File: config.mk
export PLATFORM = sky130hd
export DESIGN_NAME = rbc_top
export DESIGN_NICKNAME = d
export VERILOG_FILES = /design/src/rtl/rbc_pkg.sv /design/src/rtl/rbc_ofs_gen.sv /design/src/rtl/rbc_win.sv /design/src/rtl/rbc_pos_store.sv /design/src/rtl/rbc_top.sv
export SDC_FILE = /design/constraint.sdc
export NUM_CORES = 1
export LEC_CHECK = 0
export BUFFER_PORTS_ARGS = -buffer_cell sky130_fd_sc_hd__buf_2
export CAP_MARGIN = 5
export CORE_UTILIZATION = 41
export CTS_CLUSTER_DIAMETER = 40
export CTS_CLUSTER_SIZE = 20
export DETAILED_ROUTE_END_ITERATION = 10
export GPL_TIMING_DRIVEN = 0
export HOLD_SLACK_MARGIN = 0.06
export PLACE_DENSITY = 0.56
export SYNTH_ARGS = -nofsm -noshare
export SYNTH_HDL_FRONTEND = slang
export SYNTH_SLANG_ARGS = --single-unit
File: constraint.sdc
create_clock -name clk -period 3.1 [get_ports clk]
set_input_delay 0.62 -clock clk [delete_from_list [all_inputs] [get_ports clk]]
set_output_delay 0.62 -clock clk [all_outputs]
set_load 0.005 [all_outputs]
File: src/rtl/rbc_pkg.sv
package rbc_pkg;
  typedef enum logic [1:0] {
    ST_IDLE = 2'd0,
    ST_ARM  = 2'd1,
    ST_POST = 2'd2,
    ST_DONE = 2'd3
  } rbc_state_e;

  // smallest segment is 2**MIN_OFS_W samples
  localparam int MIN_OFS_W = 8;
endpackage

File: src/rtl/rbc_ofs_gen.sv
module rbc_ofs_gen #(
  parameter int OFS_W  = 10,
  parameter int SEG_W  = 3,
  parameter int SEL_W  = 4,
  parameter int ADDR_W = OFS_W + SEG_W
) (
  input  logic              clk,
  input  logic              rst_n,
  input  logic              clr,
  input  logic              adv,
  input  logic              next_seg,
  input  logic [SEL_W-1:0]  size_sel,
  output logic [OFS_W-1:0]  ofs,
  output logic [OFS_W-1:0]  ofs_nxt,
  output logic [SEG_W-1:0]  seg,
  output logic [ADDR_W-1:0] addr
);
  localparam int MAX_SEL = OFS_W - rbc_pkg::MIN_OFS_W;

  logic [SEL_W-1:0] sel_eff;
  logic [OFS_W-1:0] wrap_mask;

  always_comb begin
    sel_eff   = (size_sel > SEL_W'(MAX_SEL)) ? SEL_W'(MAX_SEL) : size_sel;
    wrap_mask = ~({OFS_W{1'b1}} << (rbc_pkg::MIN_OFS_W + int'(sel_eff)));
    ofs_nxt   = adv ? ((ofs + 1'b1) & wrap_mask) : ofs;
    addr      = (ADDR_W'(seg) << (rbc_pkg::MIN_OFS_W + int'(sel_eff))) | ADDR_W'(ofs);
  end

  always_ff @(posedge clk or negedge rst_n) begin
    if (!rst_n) begin
      ofs <= '0;
      seg <= '0;
    end else if (clr) begin
      ofs <= '0;
      seg <= '0;
    end else if (next_seg) begin
      ofs <= '0;
      seg <= seg + 1'b1;
    end else begin
      ofs <= ofs_nxt;
    end
  end
endmodule

File: src/rtl/rbc_win.sv
module rbc_win #(
  parameter int CNT_W = 12
) (
  input  logic             clk,
  input  logic             rst_n,
  input  logic             clr,
  input  logic             we,
  input  logic             in_arm,
  input  logic             in_post,
  input  logic             trig,
  input  logic             load,
  input  logic [CNT_W-1:0] cfg_pre,
  input  logic [CNT_W-1:0] cfg_post,
  output logic             trig_ok,
  output logic             post_end
);
  logic [CNT_W-1:0] pre_cnt;
  logic [CNT_W-1:0] post_cnt;

  // pretrigger fill, saturating
  always_ff @(posedge clk or negedge rst_n) begin
    if (!rst_n)                     pre_cnt <= '0;
    else if (clr)                   pre_cnt <= '0;
    else if (we && pre_cnt != '1)   pre_cnt <= pre_cnt + 1'b1;
  end

  // posttrigger down-counter
  always_ff @(posedge clk or negedge rst_n) begin
    if (!rst_n)                                  post_cnt <= '0;
    else if (load)                               post_cnt <= cfg_post;
    else if (in_post && we && post_cnt != '0)    post_cnt <= post_cnt - 1'b1;
  end

  always_comb begin
    trig_ok  = in_arm && trig && (pre_cnt >= cfg_pre);
    post_end = in_post && we && (post_cnt == CNT_W'(1));
  end
endmodule

File: src/rtl/rbc_pos_store.sv
module rbc_pos_store #(
  parameter int OFS_W = 10,
  parameter int SEG_W = 3,
  parameter int NSEG  = 1 << SEG_W
) (
  input  logic             clk,
  input  logic             rst_n,
  input  logic             wr_en,
  input  logic [SEG_W-1:0] wr_idx,
  input  logic [OFS_W-1:0] wr_pos,
  input  logic [SEG_W-1:0] rd_idx,
  output logic [OFS_W-1:0] rd_pos
);
  logic [OFS_W-1:0] slots [NSEG];

  for (genvar g = 0; g < NSEG; g++) begin : g_slot
    logic [OFS_W-1:0] pos_q;
    always_ff @(posedge clk or negedge rst_n) begin
      if (!rst_n)                               pos_q <= '0;
      else if (wr_en && wr_idx == SEG_W'(g))    pos_q <= wr_pos;
    end
    assign slots[g] = pos_q;
  end

  assign rd_pos = slots[rd_idx];
endmodule

File: src/rtl/rbc_top.sv
module rbc_top #(
  parameter int MAX_OFS_W = 10,
  parameter int SEG_W     = 3,
  parameter int SEL_W     = 4,
  localparam int ADDR_W   = MAX_OFS_W + SEG_W,
  localparam int CNT_W    = MAX_OFS_W + 2
) (
  input  logic                 clk,
  input  logic                 rst_n,
  input  logic                 start_cmd,
  input  logic                 stop_cmd,
  input  logic                 trig_in,
  input  logic                 s_valid,
  output logic                 s_ready,
  input  logic [SEL_W-1:0]     cfg_size_sel,
  input  logic [SEG_W-1:0]     cfg_nseg_m1,
  input  logic [CNT_W-1:0]     cfg_pre,
  input  logic [CNT_W-1:0]     cfg_post,
  output logic                 mem_we,
  output logic [ADDR_W-1:0]    mem_addr,
  output logic                 seg_done,
  output logic [SEG_W-1:0]     seg_done_idx,
  output logic                 acq_done,
  input  logic [SEG_W-1:0]     rd_seg,
  output logic [MAX_OFS_W-1:0] rd_trig_pos
);
  import rbc_pkg::*;

  rbc_state_e state_q, state_d;

  logic in_arm, in_post, run, do_start;
  logic trig_ok, post_end, accept, seg_end, last_seg, next_seg;
  logic [MAX_OFS_W-1:0] ofs, ofs_nxt;
  logic [SEG_W-1:0]     seg;

  always_comb begin
    in_arm   = (state_q == ST_ARM);
    in_post  = (state_q == ST_POST);
    s_ready  = in_arm || in_post;
    mem_we   = s_valid && s_ready;
    run      = !stop_cmd && !start_cmd;
    do_start = start_cmd && !stop_cmd;
    accept   = trig_ok && run;
    seg_end  = run && ((accept && cfg_post == '0) || post_end);
    last_seg = (seg == cfg_nseg_m1);
    next_seg = seg_end && !last_seg;
  end

  rbc_ofs_gen #(
    .OFS_W (MAX_OFS_W),
    .SEG_W (SEG_W),
    .SEL_W (SEL_W),
    .ADDR_W(ADDR_W)
  ) u_ofs (
    .clk     (clk),
    .rst_n   (rst_n),
    .clr     (do_start),
    .adv     (mem_we && !stop_cmd),
    .next_seg(next_seg),
    .size_sel(cfg_size_sel),
    .ofs     (ofs),
    .ofs_nxt (ofs_nxt),
    .seg     (seg),
    .addr    (mem_addr)
  );

  rbc_win #(.CNT_W(CNT_W)) u_win (
    .clk     (clk),
    .rst_n   (rst_n),
    .clr     (do_start || next_seg),
    .we      (mem_we),
    .in_arm  (in_arm),
    .in_post (in_post),
    .trig    (trig_in),
    .load    (accept),
    .cfg_pre (cfg_pre),
    .cfg_post(cfg_post),
    .trig_ok (trig_ok),
    .post_end(post_end)
  );

  rbc_pos_store #(
    .OFS_W(MAX_OFS_W),
    .SEG_W(SEG_W)
  ) u_pos (
    .clk   (clk),
    .rst_n (rst_n),
    .wr_en (accept),
    .wr_idx(seg),
    .wr_pos(ofs_nxt),
    .rd_idx(rd_seg),
    .rd_pos(rd_trig_pos)
  );

  always_comb begin
    state_d = state_q;
    if (stop_cmd)       state_d = ST_IDLE;
    else if (start_cmd) state_d = ST_ARM;
    else if (seg_end)   state_d = last_seg ? ST_DONE : ST_ARM;
    else if (accept)    state_d = ST_POST;
  end

  always_ff @(posedge clk or negedge rst_n) begin
    if (!rst_n) begin
      state_q      <= ST_IDLE;
      seg_done     <= 1'b0;
      seg_done_idx <= '0;
      acq_done     <= 1'b0;
    end else begin
      state_q  <= state_d;
      seg_done <= seg_end;
      if (seg_end) seg_done_idx <= seg;
      if (do_start)                  acq_done <= 1'b0;
      else if (seg_end && last_seg)  acq_done <= 1'b1;
    end
  end
endmodule

### Yosys cells after proc, flatten, opt, wreduce, memory -nomap -nowiden

Cells that the tools add are included.

| word-level totals | value |
|---|---|
| bits in registers | 124 |
| input port bits | 40 |
| output and inout bits | 30 |
| word-level logic and storage cells | 99 |

| cells by class | value |
|---|---|
| $add $sub $neg | 5 |
| magnitude comparators | 3 |
| equality and inequality tests | 12 |
| shifts and indexed selects | 2 |
| mux-type cells | 20 |
| bitwise operators | 4 |
| reduce and logical (&&, ||, !) cells | 37 |

Operators by type and width:

| operator | count |
|---|---|
| $mux W10 | 5 |
| $mux W12 | 4 |
| $shl A10 B32 Y10 const A | 1 |
| $shl A3 B32 Y13 | 1 |
| $bmux W10 S3 | 1 |
| $logic_and A1 B1 Y1 | 23 |
| $or A13 B10 Y13 | 1 |
| $add A12 B1 Y12 const B | 1 |
| $eq A12 B1 Y1 const B | 1 |
| $eq A3 B3 Y1 const B | 4 |
| $ge A12 B12 Y1 | 1 |
| $logic_not A12 Y1 | 1 |
| $ne A12 B12 Y1 const B | 1 |
| $reduce_bool A12 Y1 | 1 |
| $sub A12 B1 Y12 const B | 1 |
| $add A10 B1 Y10 const B | 1 |
| $and A10 B10 Y10 | 1 |
| $mux W2 | 5 |
| $not A10 Y10 | 1 |
| $reduce_bool A2 Y1 | 4 |
| $eq A3 B2 Y1 const B | 2 |
| $mux W3 | 2 |
| $add A4 B4 Y5 const A | 1 |
| $ge A4 B4 Y1 const B | 1 |
| 13 further kinds | 18 |

### Longest topological paths before layout

Gate-level depths: netlist of the first run.

| logic depth | value |
|---|---|
| depth in word-level cells | 10 |
| gate-level depth with buffers | 11 |
| depth with buffers taken out | 8 |

### By module

Synthesis of the first run repeated with hierarchy kept, for this count alone.

| second synthesis, totals | value |
|---|---|
| cell total of the unflattened synthesis | 539 |
| area, all modules | 6729.0 um^2 |

By module, submodules not included:

| module | times used | cells an instance | area each (um^2) | seq. area each (um^2) |
|---|---|---|---|---|
| rbc_pos_store | 1 | 210 | 3694.8 | 2001.9 |
| rbc_win | 1 | 199 | 1734.2 | 600.6 |
| rbc_ofs_gen | 1 | 90 | 810.8 | 325.3 |
| rbc_top | 1 | 40 | 489.2 | 175.2 |

### Worst setup path after synthesis of the first run

Ideal clock, no wire load.

| timing | value |
|---|---|
| kind | input to register |
| start | input cfg_pre[11] |
| end | register u_pos.g_slot[2].pos_q[0] |
| library setup time | 125 ps |
| arrival time | 2728 ps |
| data required time | 2975 ps |
| path slack | 248 ps |
| stages | 10 |
| buffers on the path | 2 |
| cell sequence | inv_1 -> ha_1 -> nand4_1 -> or4_1 -> o221ai_2 -> and2_1 -> buf_4 -> and3_1 -> buf_4 -> mux2_2 |

| on the way | value |
|---|---|
| word-level cells in the longest chain between the ends | 4 |

Ends and longest elaborated chain:

| what | RTL line | RTL |
|---|---|---|
| start, declared | rbc_top.sv:17 | `input logic [CNT_W-1:0] cfg_pre,` |
| $ge A12 B12 Y1 | rbc_win.sv:35 | `trig_ok = in_arm && trig && (pre_cnt >= cfg_pre);` |
| $logic_and A1 B1 Y1 | rbc_win.sv:35 |  |
| $logic_and A1 B1 Y1 | rbc_top.sv:43 | `accept = trig_ok && run;` |
| $logic_and A1 B1 Y1 | rbc_pos_store.sv:20 | `else if (wr_en && wr_idx == SEG_W'(g)) pos_q <= wr_pos;` |
| end signal, assigned | rbc_pos_store.sv:20 |  |
| end, declared | rbc_pos_store.sv:17 | `logic [OFS_W-1:0] pos_q;` |

No other way between the ends.
A chain may end at the register's enable or synchronous reset.

### Worst setup path after layout of the first run

| timing | value |
|---|---|
| start | register u_win.pre_cnt[11] |
| end | register u_pos.g_slot[0].pos_q[2] |

| on the way | value |
|---|---|
| word-level cells in the longest chain between the ends | 4 |

Ends and longest elaborated chain:

| what | RTL line | RTL |
|---|---|---|
| start, declared | rbc_win.sv:17 | `logic [CNT_W-1:0] pre_cnt;` |
| start signal, assigned | rbc_win.sv:24 | `else if (we && pre_cnt != '1) pre_cnt <= pre_cnt + 1'b1;` |
| $ge A12 B12 Y1 | rbc_win.sv:35 |  |
| $logic_and A1 B1 Y1 | rbc_win.sv:35 |  |
| $logic_and A1 B1 Y1 | rbc_top.sv:43 |  |
| $logic_and A1 B1 Y1 | rbc_pos_store.sv:20 |  |
| end signal, assigned | rbc_pos_store.sv:20 |  |
| end, declared | rbc_pos_store.sv:17 |  |

No other way between the ends.

==> flow_metrics.py, run 1 <==
metrics = {
    "status": {
        "status": "finished, final reports clean",
    },
    "detailed_routing": {
        "wl_um": 14880,
        "drcViolationCount": 0,
        "wl_per_cell_um": 17.76,
        "vias_per_cell": 5.261,
        "firstDrtPassIters": 4,
        "drtIter0Drc": 211,
        "final_antenna_net_count": 0,
        "vias": 4409,
    },
    "power_and_ir_drop": {
        "p_leak_nw": 3.821,
        "ir_drop_v": 0.0004103,
        "p_per_area_nw_per_um2": 511.9,
    },
    "worst_setup_path": {
        "worst-setup-path-type": "reg2reg",
        "crit_arrival_ns": 3.25,
        "cp_slowest_cell": "or4_4",
        "path_common_cell": "buf_4",
        "cp_num_buf_inv": 2,
        "rr_worst_depth": 9,
        "required_ns": 3.40,
        "critPathMaxStageDelay_ns": 0.59,
        "crit_family": "simple AND/OR/NAND/NOR gates",
        "timing.rr.start": "u_win.pre_cnt[11]",
        "worst_setup_path_start_kind": "flop",
        "worst-path-max-fanout": 10,
        "r2r_end": "u_pos.g_slot[0].pos_q[2]",
        "crit_chain": "ha_1 -> nand4_1 -> or4_4 -> o221ai_4 -> and2_1 -> buf_4 -> and3_1 -> buf_4 -> mux2_2",
        "cp-end-kind": "flop",
        "r2r_setup_slack_ns": 0.14,
    },
    "global_routing": {
        "grt_pass1_wl_um": 24300,
        "grt_max_degree": 84,
        "grt_pass1_vias": 4648,
        "grt-ovfl-total": 0,
        "globalRouteTotalUtil_pct": 20.00,
        "antenna_found_initial": 0,
    },
    "timing": {
        "drv_slew": 0,
        "fin_tns_setup_ns": 0,
        "max_freq_ghz": 0.3384,
        "holdWs_ns": 0.1315,
        "finalSetupViolations": 0,
        "worst_slew_pin_slew_ns": 0.9148,
        "worst_slack_ns": 0.1446,
        "skew_ns": 0.006172,
        "min_period_ns": 2.955,
        "hold_viol": 0,
        "fin_crit_sh_pct": 95.33,
        "slew_headroom_pct": 38.24,
        "rsz0062_at_grt": "no",
    },
    "synthesis": {
        "yosysMostFrequentCell": "dfrtp_1",
        "synth_nets": 593,
        "yosys.area.top_type": "dfrtp_1",
        "ys_seq_elements": 124,
        "synth_warnings": 0,
        "ys_async_sr_fraction_pct": 100.0,
        "yosys.area.top_type_share_pct": 48.25,
        "ys.flop_type": "dfrtp_1",
        "yosysSeqAreaShare_pct": 48.25,
        "synth_edf_count": 0,
        "synth_commonest_cells": "124 x dfrtp_1, 91 x mux2_2, 35 x nor2_1, 29 x nand2_1, 27 x xnor2_1",
        "synthTopCellsByArea": "dfrtp_1 48%, mux2_2 16%, mux4_2 7.0%",
        "syn_area_per_cell_um2": 12.16,
        "ys_types": 47,
        "synthCells": 529,
        "syn-cell-area_um2": 6431,
    },
    "final_layout": {
        "area_growth_pct": 20.29,
        "antenna_cells": 0,
        "post_route_cells_drive_above_1_share_pct": 36.36,
        "finalNonFillerCells": 838,
        "utilization_pct": 50.70,
        "fin_nets": 680,
        "n_fill_cell": 1359,
    },
    "die": {
        "dieArea_um2": 16190,
        "die_w_um": 127.2,
        "core-area_um2": 15260,
        "std_cell_rows": 45,
        "ioPinCount": 70,
        "initial_core_util_pct": 42.15,
        "die_y_um": 127.2,
    },
    "placed_design": {
        "post-place-ws_ns": -0.3423,
        "dp_hpwl_um": 10070,
        "portBuffers": 66,
        "dpl.cell_count": 807,
        "place.gp.congestion": 0.7894,
    },
    "flow_run": {
        "maxCapViolCount": 0,
    },
    "cts": {
        "htreeDepth": 4,
        "cts_buffers": 17,
        "clk_pin_slew_ns": 0.05,
        "cts_tree": "done",
        "clock_path_buffers": 2,
        "insertion_delay_ns": 0.41,
        "cts_sinks": 124,
        "clock_tree.root_cell": "clkbuf_16",
        "ctsHoldBuffers": 0,
    },
    "worst_hold_path": {
        "hold_path.class": "in2async",
    },
}
## logic make-up after synthesis
family          synth area share, %
fa+ha+maj                     4.669
compound gates                4.533
simple gates                  11.01
flops                         48.25
mux                           23.74
xor+xnor                      4.358
buf+inv                       3.444
## how the worst max path moves through the flow
stage                      startpoint                  endpoint  slack, ns  cells after the start
floorplan                 cfg_pre[11]  u_pos.g_slot[2].pos_q[0]       0.25                     10
global placement          cfg_pre[11]              u_ofs.ofs[8]      -0.28                     10
detailed placement        cfg_pre[11]              u_ofs.ofs[8]      -0.34                     10
CTS                         rd_seg[0]            rd_trig_pos[2]      0.006                      4
global route        u_win.pre_cnt[11]  u_pos.g_slot[5].pos_q[5]       0.04                      8
finish              u_win.pre_cnt[11]  u_pos.g_slot[0].pos_q[2]       0.14                      9
## registers in the layout, summed over array words and instances, names as in the netlist
name	cells
u_pos.g_slot.pos_q	80
u_win.post_cnt	12
u_win.pre_cnt	12
u_ofs.ofs	10
seg_done_idx	3
u_ofs.seg	3
state_q	2
acq_done	1
seg_done	1
## cells in the final DEF (no fill, tap or decap), drive strengths merged, types with 4 or more instances in the layout
cell type	netlist	layout
nand3	13	13
xnor2	27	27
clkbuf	17	41
dfrtp	124	124
mux2	92	92
nor2b	11	11
nand2	31	31
bufinv	0	4
nand4	9	9
ha	24	24
buf	8	76
a21oi	10	10
mux2i	4	4
inv	25	25
o21ai	22	22
mux4	20	20
xor2	5	5
and3	10	10
nor4	4	4
nor3	11	11
nor2	35	35
## worst register-to-register path: cells and delay by family, from the launching register on
family | cells | cell delay [ns]
AOI/OAI and AO/OA | 1 | 0.25
adders and majority gates | 1 | 0.33
buffers and inverters | 2 | 0.39
DFF | 1 | 0.41
muxes | 1 | 0.37
and+or+nand+nor | 4 | 1.09
## routing by layer
| layer | GRT usage, % | routed length (um) |
|---|---|---|
| met1 | 26.91 | 6987 |
| met5 | 0 | 0 |
| met4 | 7.213 | 245 |
| met2 | 32.61 | 7182 |
| met3 | 3.518 | 466 |
## metrics by stage
stage / total power (W) / instance area (um2)
after floorplan: 0.001751 / 6431
after global placement: 0.001844 / 7025
after detailed placement: 0.001857 / 7059
after CTS: 0.003996 / 7696
after global routing: 0.004075 / 7736
final: 0.003960 / 7736
## power breakdown
group	leakage [nW]	switching, W	internal (W)	total, W
clock network	0.308	0.000689	0.00144	0.00213
registers	1.72	0.0000112	0.00163	0.00164
logic	1.79	0.000118	0.0000696	0.000188
total	3.82	0.000818	0.00314	0.00396
## final cells by class
type / count / area, um2 / share of cell area [%]
well taps: 211 / 264.0 / 3.413
clock inverters: 6 / 132.6 / 1.714
clock buffers: 24 / 501.7 / 6.486
repair buffers: 68 / 371.6 / 4.803
flip-flops and latches: 124 / 3103 / 40.11
multi-input cells: 355 / 3133 / 40.50
inverters: 25 / 93.84 / 1.213
plain buffers: 25 / 136.4 / 1.763
## repair_timing
item / 4_1_cts / 5_1_grt
pin swaps: 0 / 1
gates cloned: 0 / 0
hold endpoints to repair: 0 / 0
resized for setup: 2 / 10
setup endpoints to repair: 4 / 88
buffers inserted: 0 / 1
(Power assumes the default switching activity.)
==> run 2, diff against run 1 <==
==> constraint.sdc (replaced) <==
create_clock -name clk -period 3.1 [get_ports clk]
set_input_delay 0.62 -clock clk [delete_from_list [all_inputs] [get_ports clk]]
set_output_delay 0.62 -clock clk [all_outputs]
set_load 0.1 [all_outputs]
==> run 2 against run 1 <==
Critical path depth unchanged. Via count decreased by 0.11%. Utilization hardly changed. Die area unchanged. Maximum frequency grew 1.0%. Hold slack improved by 0.035 ns. Cell count grew 0.36%. Non-clock buffer count unchanged. Routed wire length hardly changed. Design area barely moved. Setup slack improved by 0.030 ns. Critical path type unchanged. Critical endpoint is now u_pos.g_slot[1].pos_q[7]. Highest routed layer unchanged.
==> flow_metrics.py, run 2 (synthesis results as in run 1) <==
metrics = {
    "flow_run": {
        "maxCapViolCount": 0,
    },
    "global_routing": {
        "grt_pass1_wl_um": 24250,
        "antenna_found_initial": 0,
        "grt-ovfl-total": 0,
        "grt_pass1_vias": 4603,
        "globalRouteTotalUtil_pct": 19.89,
        "grt_max_degree": 71,
    },
    "detailed_routing": {
        "drcViolationCount": 0,
        "wl_per_cell_um": 17.71,
        "drtIter0Drc": 268,
        "wl_um": 14890,
        "firstDrtPassIters": 4,
        "final_antenna_net_count": 0,
        "vias_per_cell": 5.237,
        "vias": 4404,
    },
    "final_layout": {
        "regMostFlops": "u_pos.g_slot.pos_q",
        "area_growth_pct": 20.27,
        "antenna_cells": 0,
        "final_cell_area_um2": 7735,
        "post_route_cells_drive_above_1_share_pct": 36.98,
        "utilization_pct": 50.69,
        "largest_reg_flops": 80,
        "register_area_um2": 3103,
        "multi_input_area_um2": 3153,
        "layout_commonest_cell": "dfrtp_1",
        "largestRegisters": "u_pos.g_slot.pos_q (80), u_win.post_cnt (12), u_win.pre_cnt (12)",
        "n_fill_cell": 1370,
        "mostFrequentLayoutCells": "124 x dfrtp_1, 91 x mux2_2, 67 x buf_2",
        "fin_nets": 681,
    },
    "status": {
        "status": "finished, final reports clean",
    },
    "timing": {
        "rsz0062_at_grt": "no",
        "max_freq_ghz": 0.3418,
        "fin_tns_setup_ns": 0,
        "holdWs_ns": 0.1664,
        "fin_crit_sh_pct": 94.38,
        "worst_slew_pin_slew_ns": 0.9380,
        "drv_slew": 0,
        "finalSetupViolations": 0,
        "slew_headroom_pct": 36.67,
        "hold_viol": 0,
        "skew_ns": 0.008688,
        "min_period_ns": 2.926,
    },
    "worst_setup_path": {
        "r2r_end": "u_pos.g_slot[1].pos_q[7]",
        "crit_arrival_ns": 3.22,
        "r2r_setup_slack_ns": 0.17,
        "required_ns": 3.40,
        "rr_worst_depth": 9,
        "crit_start": "u_win.pre_cnt[11]",
        "cp_slowest_cell": "or4_4",
        "crit_family": "simple AND/OR/NAND/NOR gates",
        "worst-setup-path-type": "reg2reg",
        "worst_setup_path_start_kind": "flop",
        "critPathMaxStageDelay_ns": 0.57,
        "crit_chain": "ha_1 -> nand4_1 -> or4_4 -> o221ai_4 -> and2_1 -> buf_4 -> and3_1 -> buf_4 -> mux2_2",
        "cp-end-kind": "flop",
        "timing.rr.start": "u_win.pre_cnt[11]",
        "crit_end": "u_pos.g_slot[1].pos_q[7]",
        "cp_num_buf_inv": 2,
        "path_common_cell": "buf_4",
        "worst-path-max-fanout": 10,
        "path_depth": 9,
    },
    "cts": {
        "cts_buffers": 17,
        "clock_tree.root_cell": "clkbuf_16",
        "cts_sinks": 124,
        "cts_tree": "done",
        "clock_path_buffers": 2,
        "insertion_delay_ns": 0.42,
        "clk_pin_slew_ns": 0.06,
        "htreeDepth": 4,
    },
    "power_and_ir_drop": {
        "ir_drop_v": 0.0004075,
        "p_leak_nw": 3.812,
        "p_per_area_nw_per_um2": 502.7,
    },
    "die": {
        "core-area_um2": 15260,
        "die_y_um": 127.2,
        "die_w_um": 127.2,
        "initial_core_util_pct": 42.15,
        "std_cell_rows": 45,
        "ioPinCount": 70,
        "dieArea_um2": 16190,
    },
    "placed_design": {
        "place.gp.congestion": 0.8100,
        "dp_hpwl_um": 10100,
        "place_area_um2": 7061,
        "portBuffers": 66,
    },
    "worst_hold_path": {
        "hold_path.class": "in2async",
    },
}
==> run 2: what timing repair did <==
item / CTS / global route
hold buffers: 0 / 0
endpoints found under the setup margin: 10 / 88
cloned: 0 / 1
resized for setup: 2 / 11
pin swaps: 0 / 2
buffers inserted: 0 / 1
==> run 2: how the worst min path moves through the flow <==
stage	startpoint	end	slack [ns]	cells after the start
floorplan	rst_n	acq_done	0.32	0
global placement	seg_done_idx[1]	seg_done_idx[1]	0.46	2
detailed placement	seg_done_idx[2]	seg_done_idx[2]	0.47	2
CTS	rst_n	u_win.pre_cnt[5]	0.19	1
global route	rst_n	u_win.pre_cnt[4]	0.21	1
finish	rst_n	u_win.pre_cnt[5]	0.17	1
==> run 2: through the flow <==
stage / setup slack (ns) / total power (W) / cells
global route: 0.02749 / 0.004026 / 841
global placement: -0.2492 / 0.001875 / 806
CTS: 0.06912 / 0.003930 / 839
detailed placement: -0.2597 / 0.001889 / 807
finish: 0.1743 / 0.003889 / 841
floorplan: 0.003855 / 0.001784 / 529
==> run 2: layout make-up <==
cell class | instances | share of cell area, %
clock buffers | 18 | 5.678
multi-input cells | 356 | 40.76
well taps | 211 | 3.413
inverters | 25 | 1.213
flip-flops and latches | 124 | 40.12
clock inverters | 14 | 2.184
plain buffers | 25 | 1.828
repair buffers | 68 | 4.804
==> run 2: power breakdown <==
| part | leakage, nW | switching (W) | internal [W] |
|---|---|---|---|
| sequential | 1.72 | 0.0000116 | 0.00163 |
| clock | 0.296 | 0.000743 | 0.00129 |
| combinational | 1.79 | 0.000149 | 0.0000695 |
==> run 2: worst register-to-register path, stage by stage, from the launching register on <==
cell,delay (ns)
dfrtp_1,0.42
ha_1,0.33
nand4_1,0.15
or4_4,0.57
o221ai_4,0.22
and2_1,0.18
buf_4,0.18
and3_1,0.17
buf_4,0.23
mux2_2,0.36
==> run 2: layer usage <==
layer,part of all wire (%),GRT usage (%),wire (um)
met4,1.5,7.773,216
met3,4.0,3.727,593
met5,0,0,0
met2,48,31.38,7094
met1,47,27.27,6988
